`src/rtl/eewr_pkg.sv`:
```
package eewr_pkg;
  localparam int unsigned ADDR_W = 16;
  localparam int unsigned BYTE_W = 8;
  localparam logic [3:0] DEV_TYPE = 4'b1010;

  typedef enum logic [2:0] {
    ST_IDLE,
    ST_SEL,
    ST_AHI,
    ST_ALO,
    ST_DATA,
    ST_SKIP
  } eewr_state_e;
endpackage

```
`src/rtl/eewr_bus_sync.sv`:
```
module eewr_bus_sync #(
  parameter int unsigned SYNC_STAGES = 2
) (
  input  logic clk_i,
  input  logic rst_ni,
  input  logic scl_i,
  input  logic sda_i,
  output logic sda_o,
  output logic scl_rise_o,
  output logic scl_fall_o,
  output logic start_o,
  output logic stop_o
);
  logic [SYNC_STAGES-1:0] scl_ff, sda_ff;
  logic scl_s, sda_s, scl_q, sda_q;

  assign scl_s = scl_ff[SYNC_STAGES-1];
  assign sda_s = sda_ff[SYNC_STAGES-1];

  always_ff @(posedge clk_i or negedge rst_ni) begin
    if (!rst_ni) begin
      scl_ff <= '1;
      sda_ff <= '1;
      scl_q  <= 1'b1;
      sda_q  <= 1'b1;
    end else begin
      scl_ff <= {scl_ff[SYNC_STAGES-2:0], scl_i};
      sda_ff <= {sda_ff[SYNC_STAGES-2:0], sda_i};
      scl_q  <= scl_s;
      sda_q  <= sda_s;
    end
  end

  assign sda_o      = sda_s;
  assign scl_rise_o = scl_s & ~scl_q;
  assign scl_fall_o = ~scl_s & scl_q;
  // SDA edges while SCL stays high
  assign start_o    = scl_s & scl_q & sda_q & ~sda_s;
  assign stop_o     = scl_s & scl_q & ~sda_q & sda_s;
endmodule

```
`src/rtl/eewr_bit_ctr.sv`:
```
module eewr_bit_ctr
  import eewr_pkg::*;
(
  input  logic              clk_i,
  input  logic              rst_ni,
  input  logic              sda_i,
  input  logic              scl_rise_i,
  input  logic              scl_fall_i,
  input  logic              start_i,
  input  logic              stop_i,
  output logic [BYTE_W-1:0] byte_o,
  output logic [3:0]        bit_cnt_o,
  output logic              byte_done_o,
  output logic              ack_end_o
);
  localparam logic [3:0] LAST_BIT = 4'(BYTE_W);

  logic [BYTE_W-1:0] sreg_q;
  logic [3:0]        cnt_q;
  logic              ack_hi_q;

  always_ff @(posedge clk_i or negedge rst_ni) begin
    if (!rst_ni) begin
      sreg_q   <= '0;
      cnt_q    <= '0;
      ack_hi_q <= 1'b0;
    end else if (start_i || stop_i) begin
      cnt_q    <= '0;
      ack_hi_q <= 1'b0;
    end else if (scl_rise_i) begin
      if (cnt_q < LAST_BIT) begin
        sreg_q <= {sreg_q[BYTE_W-2:0], sda_i};
        cnt_q  <= cnt_q + 4'd1;
      end else begin
        ack_hi_q <= 1'b1;
      end
    end else if (scl_fall_i && ack_hi_q) begin
      cnt_q    <= '0;
      ack_hi_q <= 1'b0;
    end
  end

  assign byte_o      = sreg_q;
  assign bit_cnt_o   = cnt_q;
  assign byte_done_o = scl_fall_i & (cnt_q == LAST_BIT) & ~ack_hi_q;
  assign ack_end_o   = scl_fall_i & ack_hi_q;

  a_r11_ack_slot_full: assert property (@(posedge clk_i) disable iff (!rst_ni)
    ack_hi_q |-> cnt_q == LAST_BIT);
endmodule

```
`src/rtl/eewr_ctrl.sv`:
```
module eewr_ctrl
  import eewr_pkg::*;
#(
  parameter int unsigned PAGE_BYTES = 32
) (
  input  logic              clk_i,
  input  logic              rst_ni,
  input  logic [BYTE_W-1:0] byte_i,
  input  logic [3:0]        bit_cnt_i,
  input  logic              byte_done_i,
  input  logic              ack_end_i,
  input  logic              start_i,
  input  logic              stop_i,
  input  logic [2:0]        chip_addr_i,
  input  logic              wp_i,
  input  logic              busy_i,
  output logic              sda_oe_o,
  output logic [ADDR_W-1:0] wr_addr_o,
  output logic [BYTE_W-1:0] wr_data_o,
  output logic              wr_vld_o,
  output logic              commit_o
);
  localparam int unsigned PW = $clog2(PAGE_BYTES);

  eewr_state_e       state_q;
  logic              inhibit_q, have_q, oe_q, vld_q, commit_q;
  logic [ADDR_W-1:0] base_q, waddr_q;
  logic [PW-1:0]     idx_q;
  logic [BYTE_W-1:0] data_q;
  logic              sel_match, addr_phase, commit_ok;
  logic [PW-1:0]     col;

  assign sel_match  = (byte_i[7:4] == DEV_TYPE) && (byte_i[3:1] == chip_addr_i) && !byte_i[0];
  assign addr_phase = (state_q == ST_SEL) || (state_q == ST_AHI) || (state_q == ST_ALO);
  assign commit_ok  = (state_q == ST_DATA) && (bit_cnt_i == 4'd1) && have_q && !inhibit_q;
  assign col        = base_q[PW-1:0] + idx_q;

  always_ff @(posedge clk_i or negedge rst_ni) begin
    if (!rst_ni) begin
      state_q   <= ST_IDLE;
      inhibit_q <= 1'b0;
      have_q    <= 1'b0;
      oe_q      <= 1'b0;
      vld_q     <= 1'b0;
      commit_q  <= 1'b0;
      base_q    <= '0;
      waddr_q   <= '0;
      idx_q     <= '0;
      data_q    <= '0;
    end else begin
      vld_q    <= 1'b0;
      commit_q <= 1'b0;
      if (busy_i) begin
        state_q <= ST_IDLE;
        oe_q    <= 1'b0;
        have_q  <= 1'b0;
      end else if (start_i) begin
        state_q   <= ST_SEL;
        inhibit_q <= wp_i;
        have_q    <= 1'b0;
        idx_q     <= '0;
        oe_q      <= 1'b0;
      end else if (stop_i) begin
        commit_q <= commit_ok;
        state_q  <= ST_IDLE;
        oe_q     <= 1'b0;
        have_q   <= 1'b0;
      end else begin
        if (addr_phase && wp_i) inhibit_q <= 1'b1;
        if (ack_end_i) oe_q <= 1'b0;
        if (byte_done_i) begin
          unique case (state_q)
            ST_SEL: begin
              oe_q    <= sel_match;
              state_q <= sel_match ? ST_AHI : ST_SKIP;
            end
            ST_AHI: begin
              base_q[ADDR_W-1:BYTE_W] <= byte_i;
              oe_q    <= 1'b1;
              state_q <= ST_ALO;
            end
            ST_ALO: begin
              base_q[BYTE_W-1:0] <= byte_i;
              oe_q    <= 1'b1;
              state_q <= ST_DATA;
            end
            ST_DATA: begin
              if (!inhibit_q) begin
                oe_q    <= 1'b1;
                vld_q   <= 1'b1;
                data_q  <= byte_i;
                waddr_q <= {base_q[ADDR_W-1:PW], col};
                idx_q   <= idx_q + 1'b1;
                have_q  <= 1'b1;
              end
            end
            default: ;
          endcase
        end
      end
    end
  end

  assign sda_oe_o  = oe_q;
  assign wr_addr_o = waddr_q;
  assign wr_data_o = data_q;
  assign wr_vld_o  = vld_q;
  assign commit_o  = commit_q;

  a_r5_inhibit_quiet: assert property (@(posedge clk_i) disable iff (!rst_ni)
    (state_q == ST_DATA && inhibit_q) |=> !vld_q && !commit_q);
  a_r7_commit_single: assert property (@(posedge clk_i) disable iff (!rst_ni)
    commit_q |=> !commit_q);
  a_r4_same_row: assert property (@(posedge clk_i) disable iff (!rst_ni)
    vld_q |-> wr_addr_o[ADDR_W-1:PW] == base_q[ADDR_W-1:PW]);
  a_r10_busy_quiet: assert property (@(posedge clk_i) disable iff (!rst_ni)
    (busy_i && $past(busy_i)) |-> !oe_q && !vld_q && !commit_q);
  a_r11_oe_after_byte: assert property (@(posedge clk_i) disable iff (!rst_ni)
    $rose(oe_q) |-> $past(byte_done_i));
endmodule

```
`src/rtl/eewr_front.sv`:
```
module eewr_front
  import eewr_pkg::*;
#(
  parameter int unsigned PAGE_BYTES  = 32,
  parameter int unsigned SYNC_STAGES = 2
) (
  input  logic              clk_i,
  input  logic              rst_ni,
  input  logic              scl_i,
  input  logic              sda_i,
  output logic              sda_oe_o,
  input  logic [2:0]        chip_addr_i,
  input  logic              wp_i,
  input  logic              busy_i,
  output logic [ADDR_W-1:0] wr_addr_o,
  output logic [BYTE_W-1:0] wr_data_o,
  output logic              wr_vld_o,
  output logic              commit_o
);
  logic              sda_s, scl_rise, scl_fall, start, stop;
  logic [BYTE_W-1:0] rx_byte;
  logic [3:0]        bit_cnt;
  logic              byte_done, ack_end;

  eewr_bus_sync #(.SYNC_STAGES(SYNC_STAGES)) u_sync (
    .clk_i      (clk_i),
    .rst_ni     (rst_ni),
    .scl_i      (scl_i),
    .sda_i      (sda_i),
    .sda_o      (sda_s),
    .scl_rise_o (scl_rise),
    .scl_fall_o (scl_fall),
    .start_o    (start),
    .stop_o     (stop)
  );

  eewr_bit_ctr u_bits (
    .clk_i       (clk_i),
    .rst_ni      (rst_ni),
    .sda_i       (sda_s),
    .scl_rise_i  (scl_rise),
    .scl_fall_i  (scl_fall),
    .start_i     (start),
    .stop_i      (stop),
    .byte_o      (rx_byte),
    .bit_cnt_o   (bit_cnt),
    .byte_done_o (byte_done),
    .ack_end_o   (ack_end)
  );

  eewr_ctrl #(.PAGE_BYTES(PAGE_BYTES)) u_ctrl (
    .clk_i       (clk_i),
    .rst_ni      (rst_ni),
    .byte_i      (rx_byte),
    .bit_cnt_i   (bit_cnt),
    .byte_done_i (byte_done),
    .ack_end_i   (ack_end),
    .start_i     (start),
    .stop_i      (stop),
    .chip_addr_i (chip_addr_i),
    .wp_i        (wp_i),
    .busy_i      (busy_i),
    .sda_oe_o    (sda_oe_o),
    .wr_addr_o   (wr_addr_o),
    .wr_data_o   (wr_data_o),
    .wr_vld_o    (wr_vld_o),
    .commit_o    (commit_o)
  );
endmodule

```
`config.mk`:
```
export PLATFORM = sky130hd
export DESIGN_NAME = eewr_front
export DESIGN_NICKNAME = d
export VERILOG_FILES = /design/src/rtl/eewr_pkg.sv /design/src/rtl/eewr_bus_sync.sv /design/src/rtl/eewr_bit_ctr.sv /design/src/rtl/eewr_ctrl.sv /design/src/rtl/eewr_front.sv
export SDC_FILE = /design/constraint.sdc
export NUM_CORES = 1
export LEC_CHECK = 0
export BUFFER_PORTS_ARGS = -buffer_cell sky130_fd_sc_hd__buf_2
export CAP_MARGIN = 20
export CORE_MARGIN = 5
export CORE_UTILIZATION = 50
export CTS_CLUSTER_DIAMETER = 200
export DETAILED_ROUTE_END_ITERATION = 10
export PLACE_DENSITY = 0.7
export SLEW_MARGIN = 30
export SYNTH_ARGS = -nofsm -noshare
export SYNTH_HDL_FRONTEND = slang
export SYNTH_SLANG_ARGS = --single-unit
```
`constraint.sdc`:
```
create_clock -name clk_i -period 2.77 [get_ports clk_i]
set_input_delay 0.554 -clock clk_i [delete_from_list [all_inputs] [get_ports clk_i]]
set_output_delay 0.554 -clock clk_i [all_outputs]
set_load 0.05 [all_outputs]
```
# Word level (Yosys, flattened, before mapping)
# Cells that the tools add are included.
# totals
register_bits	72
in_bits	9
out_inout_bits	27
elab_cells	129
# classes
addsub	3
order_cmp	1
eq_ne	13
muxes	44
n_bitwise	20
reduce_logical	30
# op_table
operator	n
two-way mux 1 bit	28
two-way mux 5 bit	5
two-way mux 4 bit	4
two-way mux 3 bit	5
AND reduction 5 bit	3
AND 1 bit	10
NOT 1 bit	10
case mux 3 bit (3 select lines)	1
AND reduction 3 bit	3
equality test 4 bit, second input constant	2
nonzero test 4 bit	2
logical AND 1 bit	7
equality test 3 x 2 -> 1 bit, second input constant	2
AND reduction 2 bit	3
AND reduction 6 bit	1
nonzero test 2 bit	3
nonzero test 6 bit	1
adder 5 x 1 -> 5 bit, second input constant	1
adder 5 bit	1
adder 4 x 1 -> 4 bit, second input constant	1
equality test 4 x 1 -> 1 bit, second input constant	1
< comparator 4 bit, second input constant	1
inequality test 4 bit, second input constant	1
equality test 3 x 1 -> 1 bit, second input constant	1
other kinds (11)	14

# Logic depth before layout (Yosys ltp)
# Gate-level depths: netlist of run 1.
# depth
depth_word	10
ltp_mapped	9
ltp_nobuf	8

# By module
# Synthesis of run 1 repeated with hierarchy kept, for this count alone.
# hier_totals
cells_unflattened	276
area_unflattened_um2	3291.9
# by_module_without_submodules
mod	n_inst	cells_each	area_each_um2	seq_area_each_um2
eewr_ctrl	1	222	2506.2	1326.3
eewr_bit_ctr	1	44	595.6	325.3
eewr_bus_sync	1	10	190.2	157.7

# Worst setup path after synthesis of run 1
# OpenSTA, ideal clock, no wires.
# synth_timing
path_kind	flip-flop to flip-flop
from	register u_ctrl.state_q[0]
to	register u_ctrl.idx_q[4]
setup_ns	0.069
arrival_time_ns	1.905
t_required_ns	2.701
path_slack_ns	0.796
path_stages_with_launch	6
path_buffers	1
period_less_slack_ns	1.974
cell_sequence	dfrtp_1 -> buf_6 -> or4b_4 -> o31a_4 -> or4_1 -> nand3_1
# synth_via
elab_chain_len	3
# synth_rtl
element	line	rtl
from (decl)	eewr_ctrl.sv:25	eewr_state_e state_q;
from (signal assigned)	eewr_ctrl.sv:75	state_q <= sel_match ? ST_AHI : ST_SKIP;
equality test 3 bit	eewr_ctrl.sv:72	unique case (state_q)
nonzero test 2 bit (no line)	--	
AND reduction 5 bit (no line)	--	
to (signal assigned)	eewr_ctrl.sv:93	idx_q <= idx_q + 1'b1;
to (decl)	eewr_ctrl.sv:28	logic [PW-1:0] idx_q;
# Every way passes these cells.
# A chain may end at the register's enable or synchronous reset.

# Final worst setup path of run 1
# layout_timing
from	register u_sync.scl_q
to	register u_ctrl.base_q[11]
# layout_via
elab_chain_len	5
word_cells_on_any_way	11
classes_between	10 x bitwise; 1 x reduce/logical
# layout_rtl
element	line	rtl
from (decl)	eewr_bus_sync.sv:15	logic scl_s, sda_s, scl_q, sda_q;
from (signal assigned)	eewr_bus_sync.sv:29	scl_q <= scl_s;
AND 1 bit	eewr_bus_sync.sv:38, eewr_bus_sync.sv:39	
AND 1 bit (on tied branches) (2 in series)	eewr_bus_sync.sv:38, eewr_bus_sync.sv:39	
NOT 1 bit (no line)	--	
AND reduction 5 bit (no line) *	--	
to (signal, indexed assignment)	eewr_ctrl.sv:78	base_q[ADDR_W-1:BYTE_W] <= byte_i;
to (signal, indexed assignment)	eewr_ctrl.sv:83	base_q[BYTE_W-1:0] <= byte_i;
to (decl)	eewr_ctrl.sv:27	logic [ADDR_W-1:0] base_q, waddr_q;
# Every way passes the cells marked *; elsewhere a longest branch is shown, timed or not.

==> impl_metrics.json, run 1 <==
{
  "fillerInstances": 552,
  "pwr-share-clk": 0.404,
  "setup_viol": 0,
  "cts.repair.resized": 0,
  "antenna_found_initial": 0,
  "drive_gt1_frac": 0.2602,
  "seq_area_frac_synth": 0.5718,
  "clockRootBuffer": "clkbuf_8",
  "cts_buffer_depth": 2,
  "numCtsBuffers": 9,
  "async_flop_share": 1.000,
  "wl_microns": 6088,
  "start_kind": "flop",
  "synth_edf_count": 0,
  "crit_path_end_kind": "flop",
  "p_leak_nw": 1.912,
  "portBuffers": 35,
  "grt_pass1_vias": 2174,
  "synthFlopType": "dfrtp_1",
  "first_pass_iters": 4,
  "max-cap-violations": 0,
  "synth_top_area_cell": "dfrtp_1",
  "grt_usage": 0.1724,
  "die_h_microns": 89.55,
  "dp_hpwl_microns": 4251,
  "worstPathRequired_ns": 3.01,
  "path_clk_slew_ns": 0.08,
  "post_drt_wl_per_cell_microns": 14.53,
  "area_delta_synth_final_pct": 16.92,
  "reg2reg_slack_ns": 0.57,
  "diodes": 0,
  "fin_hold_ws_ns": 0.2146,
  "ctsHoldBuffers": 0,
  "syn_nets": 312,
  "syn_area_per_cell_sq_um": 10.76,
  "cts_tree": "built",
  "die_w_microns": 89.55,
  "syn_area_sq_um": 3164,
  "grt_pass1_wl_microns": 10380,
  "cts_sinks": 72,
  "route.antenna.remaining_nets": 0,
  "period_needed_ns": 2.200,
  "status": "complete, no violations",
  "cts_max_level": 3,
  "power_density_nw_per_um2": 669.4,
  "max-slew-margin-rel": 0.5841,
  "gp_congestion": 0.8916,
  "finalHoldViolCount": 0,
  "ys_warn_count": 0,
  "seqPwrFrac": 0.508,
  "ys_top_cells_by_area": "dfrtp_1 52%, nand2_1 9.7%, mux2_2 8.5%",
  "pin_count": 36,
  "coreArea_sq_um": 6241,
  "intPower_mw": 1.839,
  "yosys.area.top_type_share": 0.5219,
  "final_common_cell": "nand2_1",
  "fin_util": 0.5928,
  "comb_power_share": 0.088,
  "fp-row-count": 29,
  "mostFrequentLayoutCells": "82 x nand2_1, 66 x dfrtp_1, 35 x buf_2",
  "start_util": 0.5070,
  "drv_slew": 0,
  "post-cts-setup-buffer-count": 0,
  "peakVddDrop_v": 0.0003519,
  "worst_skew_pair.late_latency_ns": 0.35,
  "num_vias": 2259,
  "grt_overflow": 0,
  "crit_type": "flop to flop",
  "routed_via_density": 5.391,
  "critPathMaxFanout": 8,
  "swShare": 0.2575,
  "min_path_type": "input pin to asynchronous set/reset pin",
  "final.setup.tns_ns": 0,
  "clock_skew_ns": 0.009897,
  "syn_inst": 294,
  "ys_types": 40,
  "fin_crit_sh": 0.7941,
  "rsz0062_at_grt": "no",
  "grt_max_degree": 46,
  "max_freq_mhz": 454.6,
  "multiInputGateArea_sq_um": 1285,
  "layout.area.seq_sq_um": 1809,
  "ys_seq_elements": 72,
  "die_area_sq_um": 8019,
  "max_slew.worst_pin.slew_ns": 0.6239,
  "arrival_ns": 2.44,
  "drtIter0Drc": 139,
  "drc": 0,
  "p_sw_uw": 637.8,
  "final_nets": 355
}
per-layer routing:
layer  wire length, microns  track usage  vias to the layer above
li1                       -            -                     1095
met1                   2774       0.2236                     1108
met2                   2960       0.2726                       42
met3                    246      0.03041                       14
met4                    106      0.09608                        0
met5                      0            0                        -
sequential cells by signal, summed over array words and instances (netlist names):
| signal | count |
|---|---|
| u_bits.ack_hi_q | 1 |
| u_bits.bit_cnt_o | 4 |
| u_bits.byte_o | 8 |
| u_ctrl.base_q | 16 |
| u_ctrl.commit_o | 1 |
| u_ctrl.have_q | 1 |
| u_ctrl.idx_q | 5 |
| u_ctrl.inhibit_q | 1 |
| u_ctrl.sda_oe_o | 1 |
| u_ctrl.state_q | 3 |
| u_ctrl.wr_addr_o | 16 |
| u_ctrl.wr_data_o | 8 |
| u_ctrl.wr_vld_o | 1 |
| u_sync.scl_ff | 2 |
| u_sync.scl_q | 1 |
| u_sync.sda_ff | 2 |
| u_sync.sda_q | 1 |
power groups by stage:
stage | logic (mW) | clock network [mW] | registers, mW
floorplan | 0.163 | 0 | 1.23
global placement | 0.211 | 0 | 1.27
detailed placement | 0.220 | 0 | 1.28
CTS | 0.223 | 1.03 | 1.26
global route | 0.252 | 1.07 | 1.27
finish | 0.218 | 1.00 | 1.26
cell families (layout without fill, tap and decap cells):
kind of cell / count (synthesis) / after routing / synth area share
mux: 24 / 24 / 0.08541
fa+ha+maj: 9 / 9 / 0.03796
flops: 72 / 72 / 0.5718
compound gates: 35 / 35 / 0.07236
simple gates: 127 / 127 / 0.1835
buf+inv: 18 / 66 / 0.02412
xor+xnor: 9 / 9 / 0.02491
critical path, stage by stage (launching register included):
cell and delay (ns):
dfstp_2 0.58, nand4bb_1 0.24, nor3_1 0.46, nand3b_1 0.42, mux2_2 0.39
path summary, 6_finish.rpt:
kind                                  start                   to  depth (start not counted)
max                            u_sync.scl_q    u_ctrl.base_q[11]                          4
min reg2reg                u_sync.sda_ff[0]     u_sync.sda_ff[1]                          0
min in group clk_i                    scl_i     u_sync.scl_ff[0]                          1
min                                  rst_ni  u_ctrl.wr_addr_o[2]                          1
max reg2reg                    u_sync.scl_q    u_ctrl.base_q[11]                          4
max in group asynchronous            rst_ni     u_sync.scl_ff[0]                          2
synthesized netlist by cell type, drive strengths merged (4+ instances only):
library cell  instances
mux2                 24
a21oi                 7
nand2                82
nor3                  6
xor2                  6
o21ai                14
dfstp                 6
inv                   9
clkbuf                7
dfrtp                66
nor2                 12
nor2b                 4
ha                    8
metrics by stage:
step	instance area, sq um	power [mW]	setup slack (ns)	instances
6_report	3700	2.477	0.5705	419
5_1_grt	3700	2.596	0.3685	419
4_1_cts	3700	2.508	0.5574	419
3_5_place_dp	3457	1.495	0.5701	403
3_3_place_gp	3457	1.483	0.5944	403
2_1_floorplan	3164	1.389	0.7958	294
layout make-up:
class	instances	area share
clock buffer	10	0.03449
multi-input combinational	204	0.3473
inverter	9	0.009131
tap	77	0.02604
clock inverter	6	0.03111
timing repair buffer	41	0.06290
sequential	72	0.4890
(Power assumes the default switching activity.)
==> inputs of run 2 (changes only) <==
Clock period 2.77 ns to 2.2 ns, I/O delays scaled along.
==> run 2 against run 1 <==
- register-to-register slack got worse by 0.47 ns
- clock power down 9%
- clock skew rose by 0.0029 ns
- critical endpoint is now u_ctrl.idx_q[4]
==> impl_metrics.json, run 2 (synthesized netlist as in run 1, its figures left out) <==
{
  "layout.area.seq_sq_um": 1809,
  "diodes": 0,
  "post_drt_wl_per_cell_microns": 14.16,
  "cpPeakStageDelay_ns": 0.60,
  "routed_via_density": 5.335,
  "fillerInstances": 570,
  "finalHoldViolCount": 0,
  "slowest_stage": "or4b_4",
  "die_h_microns": 89.55,
  "path_clk_slew_ns": 0.08,
  "die_w_microns": 89.55,
  "max-cap-violations": 0,
  "final_nets": 360,
  "power_density_nw_per_um2": 753.1,
  "critPathMaxFanout": 8,
  "clock_skew_ns": 0.01275,
  "intPower_mw": 1.971,
  "pin_count": 36,
  "drive_gt1_frac": 0.2709,
  "critPathBufInv": 0,
  "comb_power_share": 0.100,
  "highest_layer": "met4",
  "fp-row-count": 29,
  "arrival_ns": 2.37,
  "cts_sinks": 72,
  "clockRootBuffer": "clkbuf_8",
  "rr_worst_depth": 4,
  "fin_crit_sh": 0.9540,
  "fin_area_sq_um": 3665,
  "multiInputGateArea_sq_um": 1285,
  "cts_buffer_depth": 2,
  "start_kind": "flop",
  "peakVddDrop_v": 0.0004673,
  "max-slew-margin-rel": 0.6740,
  "drtIter0Drc": 105,
  "final.setup.tns_ns": 0,
  "route.antenna.remaining_nets": 0,
  "cts.repair.resized": 0,
  "p_leak_nw": 1.900,
  "area_delta_synth_final_pct": 15.82,
  "grt_max_degree": 73,
  "dp_hpwl_microns": 4168,
  "grt_pass1_vias": 2156,
  "portBuffers": 35,
  "wl_met1_microns": 2734,
  "period_needed_ns": 2.099,
  "r2r-end": "u_ctrl.idx_q[4]",
  "grt_pass1_wl_microns": 10160,
  "rsz0062_at_grt": "no",
  "first_pass_iters": 4,
  "wl_microns": 6004,
  "place_area_sq_um": 3495,
  "swShare": 0.2859,
  "grt_usage": 0.1687,
  "reg2reg_slack_ns": 0.10,
  "reg2reg_from": "u_ctrl.state_q[0]",
  "start_util": 0.5070,
  "mostFrequentLayoutCells": "82 x nand2_1, 66 x dfrtp_1, 35 x buf_2",
  "ctsHoldBuffers": 0,
  "dr_wl_met3_microns": 269,
  "antenna_found_initial": 0,
  "die_area_sq_um": 8019,
  "grt_overflow": 0,
  "final_common_cell": "nand2_1",
  "numCtsBuffers": 9,
  "crit_type": "flop to flop",
  "crit_chain": "or4b_4 > o31a_4 > or4_1 > nand3_1",
  "status": "complete, no violations",
  "p_sw_uw": 789.0,
  "gp_congestion": 0.8482,
  "worstPathRequired_ns": 2.47,
  "pwr-share-clk": 0.328,
  "crit_path_end_kind": "flop",
  "max_slew.worst_pin.slew_ns": 0.4853,
  "cts_max_level": 3,
  "wl_met2_microns": 2906,
  "min_path_type": "input pin to asynchronous set/reset pin",
  "cts_tree": "built",
  "drc": 0,
  "critPathTopFamily": "simple AND/OR/NAND/NOR gates",
  "seqPwrFrac": 0.572,
  "post-cts-setup-buffer-count": 0,
  "num_vias": 2262,
  "max_freq_mhz": 476.5,
  "worst_skew_pair.late_latency_ns": 0.34,
  "coreArea_sq_um": 6241,
  "drv_slew": 0,
  "setup_viol": 0
}
-- run 2: layer usage --
metal,GRT usage,vias to the layer above
li1,-,1093
met1,0.2249,1106
met2,0.2566,50
met3,0.05622,13
met4,0.06225,0
met5,0,-
-- run 2: final cells by class --
cell class / count / share of cell area
clock buffers: 10 / 0.03482
clock inverters: 6 / 0.01161
inverters: 9 / 0.009218
multi-input cells: 204 / 0.3506
flip-flops and latches: 72 / 0.4937
well taps: 77 / 0.02629
repair buffers: 46 / 0.07375
-- run 2: worst max path at each step --
stage / to / slack [ns] / cells past startpoint / from
6_report: u_ctrl.idx_q[4] / 0.10 / 4 / u_ctrl.state_q[0]
3_3_place_gp: u_ctrl.idx_q[4] / 0.22 / 4 / u_ctrl.state_q[0]
2_1_floorplan: u_ctrl.idx_q[4] / 0.23 / 5 / u_ctrl.state_q[0]
5_1_grt: u_ctrl.idx_q[3] / 0.04 / 5 / u_ctrl.state_q[0]
4_1_cts: u_ctrl.idx_q[4] / 0.12 / 4 / u_ctrl.state_q[0]
3_5_place_dp: u_ctrl.idx_q[4] / 0.16 / 4 / u_ctrl.state_q[0]
-- run 2: power by group through the flow --
stage / combinational [mW] / sequential, mW / clock, mW
CTS: 0.280 / 1.58 / 0.934
detailed placement: 0.279 / 1.60 / 0
floorplan: 0.206 / 1.54 / 0
global placement: 0.269 / 1.60 / 0
global route: 0.319 / 1.60 / 1.01
finish: 0.275 / 1.58 / 0.906
-- run 2: stage by stage --
step / cells / power [mW] / setup WS (ns) / hold slack, ns / utilization
final: 424 / 2.760 / 0.1012 / 0.1073 / 0.5872
after global routing: 424 / 2.927 / 0.03683 / 0.1153 / 0.5872
after CTS: 424 / 2.792 / 0.1192 / 0.1223 / 0.5872
after detailed placement: 408 / 1.883 / 0.1621 / 0.3489 / 0.5599
after global placement: 408 / 1.870 / 0.2156 / 0.3460 / 0.5599
after floorplan: 294 / 1.748 / 0.2258 / 0.1444 / -
